$ cat config.mk
export PLATFORM = sky130hd
export DESIGN_NAME = quad_bank_ctrl
export DESIGN_NICKNAME = d
export VERILOG_FILES = /design/src/rtl/qbc_pkg.sv /design/src/rtl/qbc_bank_regs.sv /design/src/rtl/qbc_cycle_seq.sv /design/src/rtl/qbc_pin_drv.sv /design/src/rtl/quad_bank_ctrl.sv
export SDC_FILE = /design/constraint.sdc
export NUM_CORES = 1
export LEC_CHECK = 0
export CORE_MARGIN = 1.5
export CORE_UTILIZATION = 46
export CTS_CLUSTER_DIAMETER = 30
export CTS_CLUSTER_SIZE = 20
export DETAILED_ROUTE_END_ITERATION = 10
export PLACE_DENSITY = 0.75
export SETUP_SLACK_MARGIN = 0.1
export SLEW_MARGIN = 20
export SYNTH_ARGS = -nofsm -noshare
export SYNTH_HDL_FRONTEND = slang
export SYNTH_SLANG_ARGS = --single-unit
$ cat constraint.sdc
create_clock -name clk -period 1.7 [get_ports clk]
set_input_delay 0.255 -clock clk [delete_from_list [all_inputs] [get_ports clk]]
set_output_delay 0.255 -clock clk [all_outputs]
set_load 0.1 [all_outputs]
$ cat src/rtl/qbc_pkg.sv
package qbc_pkg;

  // Bit order of the setting byte: [7:6] waits, [5] invert A19,
  // [4] invert A18, [3] write block, [2] strobe pair, [1:0] chip select.
  typedef struct packed {
    logic [1:0] waits;
    logic       inv_top;
    logic       inv_next;
    logic       wr_block;
    logic       strobe_sel;
    logic [1:0] cs_sel;
  } bank_cfg_t;

  localparam int unsigned CFG_W = $bits(bank_cfg_t);

endpackage

$ cat src/rtl/qbc_bank_regs.sv
module qbc_bank_regs
  import qbc_pkg::*;
#(
  parameter int unsigned NUM_Q = 4,
  localparam int unsigned IDX_W = $clog2(NUM_Q)
) (
  input  logic             clk,
  input  logic             rst_n,
  input  logic             wr_en_i,
  input  logic [IDX_W-1:0] wr_idx_i,
  input  logic [CFG_W-1:0] wr_data_i,
  output bank_cfg_t        cfg_o [NUM_Q]
);

  for (genvar q = 0; q < NUM_Q; q++) begin : g_bank
    logic      hit;
    bank_cfg_t cfg_q;

    assign hit = wr_en_i && (wr_idx_i == IDX_W'(q));

    always_ff @(posedge clk or negedge rst_n) begin
      if (!rst_n)   cfg_q <= '0;
      else if (hit) cfg_q <= bank_cfg_t'(wr_data_i);
    end

    assign cfg_o[q] = cfg_q;
  end

endmodule

$ cat src/rtl/qbc_cycle_seq.sv
module qbc_cycle_seq
  import qbc_pkg::*;
#(
  parameter int unsigned ADDR_W  = 20,
  parameter int unsigned RD_BASE = 2,
  parameter int unsigned WR_BASE = 3,
  localparam int unsigned MAX_LEN = WR_BASE + 3,
  localparam int unsigned CNT_W   = $clog2(MAX_LEN + 1)
) (
  input  logic              clk,
  input  logic              rst_n,
  input  logic              req_valid_i,
  input  logic              req_write_i,
  input  logic [ADDR_W-1:0] req_addr_i,
  input  bank_cfg_t         sel_cfg_i,
  output logic              active_o,
  output logic              write_o,
  output logic              mid_o,
  output logic              last_o,
  output logic [ADDR_W-1:0] addr_o,
  output bank_cfg_t         cfg_o
);

  logic              active_q, active_d;
  logic              wr_q, wr_d;
  logic [CNT_W-1:0]  cnt_q, cnt_d;
  logic [ADDR_W-1:0] addr_q, addr_d;
  bank_cfg_t         cfg_q, cfg_d;
  logic [CNT_W-1:0]  len;
  logic              accept, last;

  assign len    = (wr_q ? CNT_W'(WR_BASE) : CNT_W'(RD_BASE)) + CNT_W'(cfg_q.waits);
  assign last   = active_q && (cnt_q == len - CNT_W'(1));
  assign accept = req_valid_i && !active_q;

  always_comb begin
    active_d = active_q;
    wr_d     = wr_q;
    cnt_d    = cnt_q;
    addr_d   = addr_q;
    cfg_d    = cfg_q;
    if (accept) begin
      active_d = 1'b1;
      wr_d     = req_write_i;
      cnt_d    = '0;
      addr_d   = req_addr_i;
      cfg_d    = sel_cfg_i;
    end else if (last) begin
      active_d = 1'b0;
      cnt_d    = '0;
    end else if (active_q) begin
      cnt_d    = cnt_q + CNT_W'(1);
    end
  end

  always_ff @(posedge clk or negedge rst_n) begin
    if (!rst_n) begin
      active_q <= 1'b0;
      wr_q     <= 1'b0;
      cnt_q    <= '0;
      addr_q   <= '0;
      cfg_q    <= '0;
    end else begin
      active_q <= active_d;
      wr_q     <= wr_d;
      cnt_q    <= cnt_d;
      addr_q   <= addr_d;
      cfg_q    <= cfg_d;
    end
  end

  assign active_o = active_q;
  assign write_o  = wr_q;
  assign mid_o    = active_q && (cnt_q != '0) && !last;
  assign last_o   = last;
  assign addr_o   = addr_q;
  assign cfg_o    = cfg_q;


  done_pulse_chk: assert property (@(posedge clk) disable iff (!rst_n)
    last_o |=> !last_o);


  busy_hold_chk: assert property (@(posedge clk) disable iff (!rst_n)
    (active_o && !last_o) |=> (active_o && $stable(addr_o)));

endmodule

$ cat src/rtl/qbc_pin_drv.sv
module qbc_pin_drv
  import qbc_pkg::*;
#(
  parameter int unsigned ADDR_W     = 20,
  parameter int unsigned NUM_CS     = 3,
  parameter int unsigned NUM_STROBE = 2,
  parameter int unsigned FORCE_CS   = 1
) (
  input  logic                  clk,
  input  logic                  rst_n,
  input  logic                  active_i,
  input  logic                  write_i,
  input  logic                  mid_i,
  input  logic [ADDR_W-1:0]     addr_i,
  input  bank_cfg_t             cfg_i,
  input  logic                  cs_force_i,
  output logic [ADDR_W-1:0]     mem_addr_o,
  output logic [NUM_CS-1:0]     cs_n_o,
  output logic [NUM_STROBE-1:0] oe_n_o,
  output logic [NUM_STROBE-1:0] we_n_o
);

  logic [ADDR_W-1:0] flip;

  assign flip       = {cfg_i.inv_top, cfg_i.inv_next, {(ADDR_W-2){1'b0}}};
  assign mem_addr_o = active_i ? (addr_i ^ flip) : '0;

  for (genvar i = 0; i < NUM_CS; i++) begin : g_cs
    logic hit;
    if (i == FORCE_CS) begin : g_forced
      assign hit = (active_i && cfg_i.cs_sel == 2'(i)) || cs_force_i;
    end else begin : g_plain
      assign hit = active_i && cfg_i.cs_sel == 2'(i);
    end
    assign cs_n_o[i] = !hit;
  end

  for (genvar p = 0; p < NUM_STROBE; p++) begin : g_strobe
    logic pick;
    assign pick      = active_i && (cfg_i.strobe_sel == 1'(p));
    assign oe_n_o[p] = !(pick && !write_i);
    assign we_n_o[p] = !(pick && write_i && mid_i && !cfg_i.wr_block);
  end


  strobe_excl_chk: assert property (@(posedge clk) disable iff (!rst_n)
    !((~oe_n_o != '0) && (~we_n_o != '0)));


  we_addr_stable_chk: assert property (@(posedge clk) disable iff (!rst_n)
    (~we_n_o != '0) |-> $stable(mem_addr_o));


  idle_quiet_chk: assert property (@(posedge clk) disable iff (!rst_n)
    !active_i |-> ((&oe_n_o) && (&we_n_o) && (mem_addr_o == '0)));


  cs_single_chk: assert property (@(posedge clk) disable iff (!rst_n)
    !cs_force_i |-> $onehot0(~cs_n_o));

endmodule

$ cat src/rtl/quad_bank_ctrl.sv
module quad_bank_ctrl
  import qbc_pkg::*;
#(
  parameter int unsigned ADDR_W     = 20,
  parameter int unsigned NUM_Q      = 4,
  parameter int unsigned NUM_CS     = 3,
  parameter int unsigned NUM_STROBE = 2,
  parameter int unsigned RD_BASE    = 2,
  parameter int unsigned WR_BASE    = 3,
  localparam int unsigned IDX_W     = $clog2(NUM_Q)
) (
  input  logic                  clk,
  input  logic                  rst_n,
  input  logic                  cfg_we,
  input  logic [IDX_W-1:0]      cfg_idx,
  input  logic [CFG_W-1:0]      cfg_wdata,
  input  logic                  cs1_force,
  input  logic                  req_valid,
  input  logic                  req_write,
  input  logic [ADDR_W-1:0]     req_addr,
  output logic [ADDR_W-1:0]     mem_addr,
  output logic [NUM_CS-1:0]     mem_cs_n,
  output logic [NUM_STROBE-1:0] mem_oe_n,
  output logic [NUM_STROBE-1:0] mem_we_n,
  output logic                  done
);

  bank_cfg_t         bank_cfg [NUM_Q];
  bank_cfg_t         sel_cfg, run_cfg;
  logic [IDX_W-1:0]  quad;
  logic              active, is_wr, mid;
  logic [ADDR_W-1:0] run_addr;

  // The quadrant comes from the untouched request address.
  assign quad    = req_addr[ADDR_W-1 -: IDX_W];
  assign sel_cfg = bank_cfg[quad];

  qbc_bank_regs #(.NUM_Q(NUM_Q)) u_regs (
    .clk       (clk),
    .rst_n     (rst_n),
    .wr_en_i   (cfg_we),
    .wr_idx_i  (cfg_idx),
    .wr_data_i (cfg_wdata),
    .cfg_o     (bank_cfg)
  );

  qbc_cycle_seq #(
    .ADDR_W (ADDR_W), .RD_BASE (RD_BASE), .WR_BASE (WR_BASE)
  ) u_seq (
    .clk         (clk),
    .rst_n       (rst_n),
    .req_valid_i (req_valid),
    .req_write_i (req_write),
    .req_addr_i  (req_addr),
    .sel_cfg_i   (sel_cfg),
    .active_o    (active),
    .write_o     (is_wr),
    .mid_o       (mid),
    .last_o      (done),
    .addr_o      (run_addr),
    .cfg_o       (run_cfg)
  );

  qbc_pin_drv #(
    .ADDR_W (ADDR_W), .NUM_CS (NUM_CS), .NUM_STROBE (NUM_STROBE), .FORCE_CS (1)
  ) u_pins (
    .clk        (clk),
    .rst_n      (rst_n),
    .active_i   (active),
    .write_i    (is_wr),
    .mid_i      (mid),
    .addr_i     (run_addr),
    .cfg_i      (run_cfg),
    .cs_force_i (cs1_force),
    .mem_addr_o (mem_addr),
    .cs_n_o     (mem_cs_n),
    .oe_n_o     (mem_oe_n),
    .we_n_o     (mem_we_n)
  );


  cs1_forced_chk: assert property (@(posedge clk) disable iff (!rst_n)
    cs1_force |-> !mem_cs_n[1]);

endmodule

==> results.json <==
{
  "outcome": "finished, violations left",
  "violations": "negative setup slack",
  "netlist_area_mm2": 0.00301,
  "dp.cells": 371,
  "yosys_warnings": 0,
  "period_share": 1.33,
  "vias": 2042,
  "yosysSeqAreaShare": 0.541,
  "finalClockSkew_ns": 0.00566,
  "hpwlAfterDp_mm": 4.28,
  "ios": 64,
  "grt_first_pass_wirelength_mm": 10.1,
  "hold_class": "in2async",
  "drive_gt1_frac": 0.570,
  "syn_area_per_cell_um2": 14.0,
  "slew_violations": 0,
  "rsz0062_at_grt": "yes",
  "grt_overflow": 0,
  "cts.clk_slew.worst_paths_ns": 0.07,
  "viasPerCell": 5.13,
  "cp-start-kind": "flip-flop",
  "nets": 356,
  "finalNonFillerCells": 398,
  "crit_type": "reg2out",
  "cts_tree": "done",
  "syn_to_final_growth_pct": 58.2,
  "dieHeight_um": 83.8,
  "setup_viol": 7,
  "worst_slack_ns": -0.569,
  "port_buffers": 63,
  "crit_arrival_ns": 2.01,
  "dominantRegCellSynth": "dfrtp_1",
  "n_antenna_cell": 0,
  "routabilityCongestion": 0.754,
  "cts_root_buf": "clkbuf_8",
  "endpoint_kind": "output pin",
  "placementRows": 29,
  "worst_slew_pin_slew_ns": 0.340,
  "clockBufferDepth": 2,
  "worstPathRequired_ns": 1.44,
  "htree_levels": 3,
  "ys_ff_latch": 65,
  "first_iter_violations": 40,
  "coreArea_mm2": 0.00631,
  "numCtsBuffers": 9,
  "start_util": 0.476,
  "finalCriticalPeriod_ns": 2.27,
  "synth_nets": 254,
  "netlist-cell-type-count": 31,
  "async_reset_ff_frac": 1.00,
  "die_area_mm2": 0.00703,
  "fp.dieW_um": 83.8,
  "fmax_ghz": 0.441,
  "grt_max_degree": 66,
  "synth_edf_count": 0,
  "cap_violations": 0,
  "drtPass1Iterations": 4,
  "relSlewSlack": 0.774,
  "routed_wl_mm": 6.30,
  "clk_latency_ns": 0.34,
  "wl_per_cell_um": 15.8,
  "track_usage": 0.183,
  "hold_viol_final": 0,
  "drc": 0,
  "post-route-util": 0.753,
  "path_max_fanout": 4,
  "synthCells": 214,
  "drtAntennaViolNets": 0,
  "grt_pass1_vias": 2164,
  "grt_antenna_before_repair": 0,
  "fin_hold_ws_ns": 0.450,
  "reg2reg_slack_ns": 0.01,
  "clkSinkCount": 65
}
## critical path, stage by stage, from the launching register on
cell	delay [ns]
dfrtp_1	0.38
inv_2	0.08
ha_4	0.12
inv_2	0.03
ha_4	0.15
xor2_1	0.16
nor3_2	0.27
nand2_2	0.18
nand3_4	0.13
buf_12	0.17
## cell families (layout without fill, tap and decap cells)
logic type,Yosys count,after routing,share of synthesized area
multiplexers,65,65,0.284
flip-flops,65,65,0.541
AND/OR/NAND/NOR,48,48,0.0962
buffers and inverters,18,125,0.0296
AO/OA/AOI/OAI,9,9,0.0183
XOR/XNOR,5,5,0.0146
adder cells (fa/ha/maj),4,4,0.0167
## cells in the mapped netlist, drive strengths merged, types with 2 or more instances
| cell type | instances | area (um2) |
|---|---|---|
| and2 | 20 | 125 |
| buf | 6 | 43.8 |
| clkbuf | 4 | 15.0 |
| dfrtp | 65 | 1630 |
| ha | 4 | 50.1 |
| inv | 8 | 30.0 |
| mux2 | 57 | 661 |
| mux4 | 8 | 191 |
| nand2 | 6 | 22.5 |
| nand3 | 6 | 30.0 |
| nand3b | 4 | 30.0 |
| nor2 | 2 | 7.51 |
| nor2b | 2 | 12.5 |
| nor3 | 3 | 15.0 |
| o21ai | 4 | 20.0 |
| xor2 | 4 | 35.0 |
## cell type report
cell class | count | area, um2
clock buffers | 11 | 141
well taps | 77 | 96.3
multi-input cells | 131 | 1450
inverters | 8 | 33.8
fillers | 411 | 1560
clock inverters | 5 | 103
flip-flops and latches | 65 | 1630
repair buffers | 101 | 1300
## cells in the final DEF (no fill, tap or decap), types with 2 or more instances in the layout
| master | netlist | layout |
|---|---|---|
| dfrtp_1 | 65 | 64 |
| mux2_2 | 52 | 52 |
| clkdlybuf4s50_1 | 0 | 34 |
| buf_12 | 0 | 32 |
| buf_4 | 3 | 27 |
| and2_4 | 0 | 11 |
| clkbuf_8 | 0 | 10 |
| and2_2 | 0 | 9 |
| nand2_1 | 6 | 5 |
| mux4_2 | 5 | 5 |
| mux2_4 | 5 | 5 |
| inv_1 | 8 | 4 |
| nand3b_1 | 4 | 4 |
| o21ai_0 | 4 | 4 |
| inv_2 | 0 | 3 |
| xor2_1 | 4 | 3 |
| nand3_1 | 6 | 3 |
| mux4_1 | 3 | 3 |
| bufinv_16 | 0 | 3 |
| clkinvlp_4 | 0 | 2 |
| nand3_4 | 0 | 2 |
| nor3_1 | 3 | 2 |
| ha_4 | 0 | 2 |
| ha_1 | 4 | 2 |
| clkbuf_16 | 0 | 2 |
| buf_6 | 1 | 2 |
| buf_8 | 0 | 2 |
## path summary, 6_finish.rpt
check,cells after the start,end,from
min in group clk,3,u_seq.write_o,req_write
min reg2reg,1,u_seq.addr_o[2],u_seq.addr_o[2]
max,9,mem_we_n[0],u_seq.cfg_o[6]
min,3,u_seq.addr_o[4],rst_n
max reg2reg,9,u_seq.cnt_q[0],u_seq.cfg_o[6]
max in group asynchronous,3,u_regs.cfg_o[18],rst_n
## through the flow
step | setup TNS [ns] | setup slack (ns) | instance area [um2]
CTS | -1.52 | -0.516 | 4600
global placement | -0.991 | -0.159 | 4310
detailed placement | -1.13 | -0.184 | 4310
floorplan | -0.564 | -0.263 | 3130
global route | -2.22 | -0.651 | 4760
finish | -1.75 | -0.569 | 4760
## layer usage
layer	part of all wire	track usage
met5	0	0
met4	0.020	0.0939
met3	0.037	0.0326
met2	0.52	0.316
met1	0.42	0.220
## flip-flops by register name, indices dropped and copies added (netlist names)
signal          count
u_seq.cfg_o         8
u_seq.addr_o       20
u_seq.active_o      1
u_seq.cnt_q         3
u_seq.write_o       1
u_regs.cfg_o       32
## what timing repair did
item | 4_1_cts | 5_1_grt
setup buffers | 4 | 5
gates cloned | 0 | 3
hold buffers | 1 | 0
pin swaps | 3 | 2
hold endpoints to repair | 65 | 0
setup endpoints to repair | 31 | 26
resized for setup | 5 | 19
Power is not shown: default switching activity piles up to over one toggle a cycle in this logic, so the estimate is an artifact.
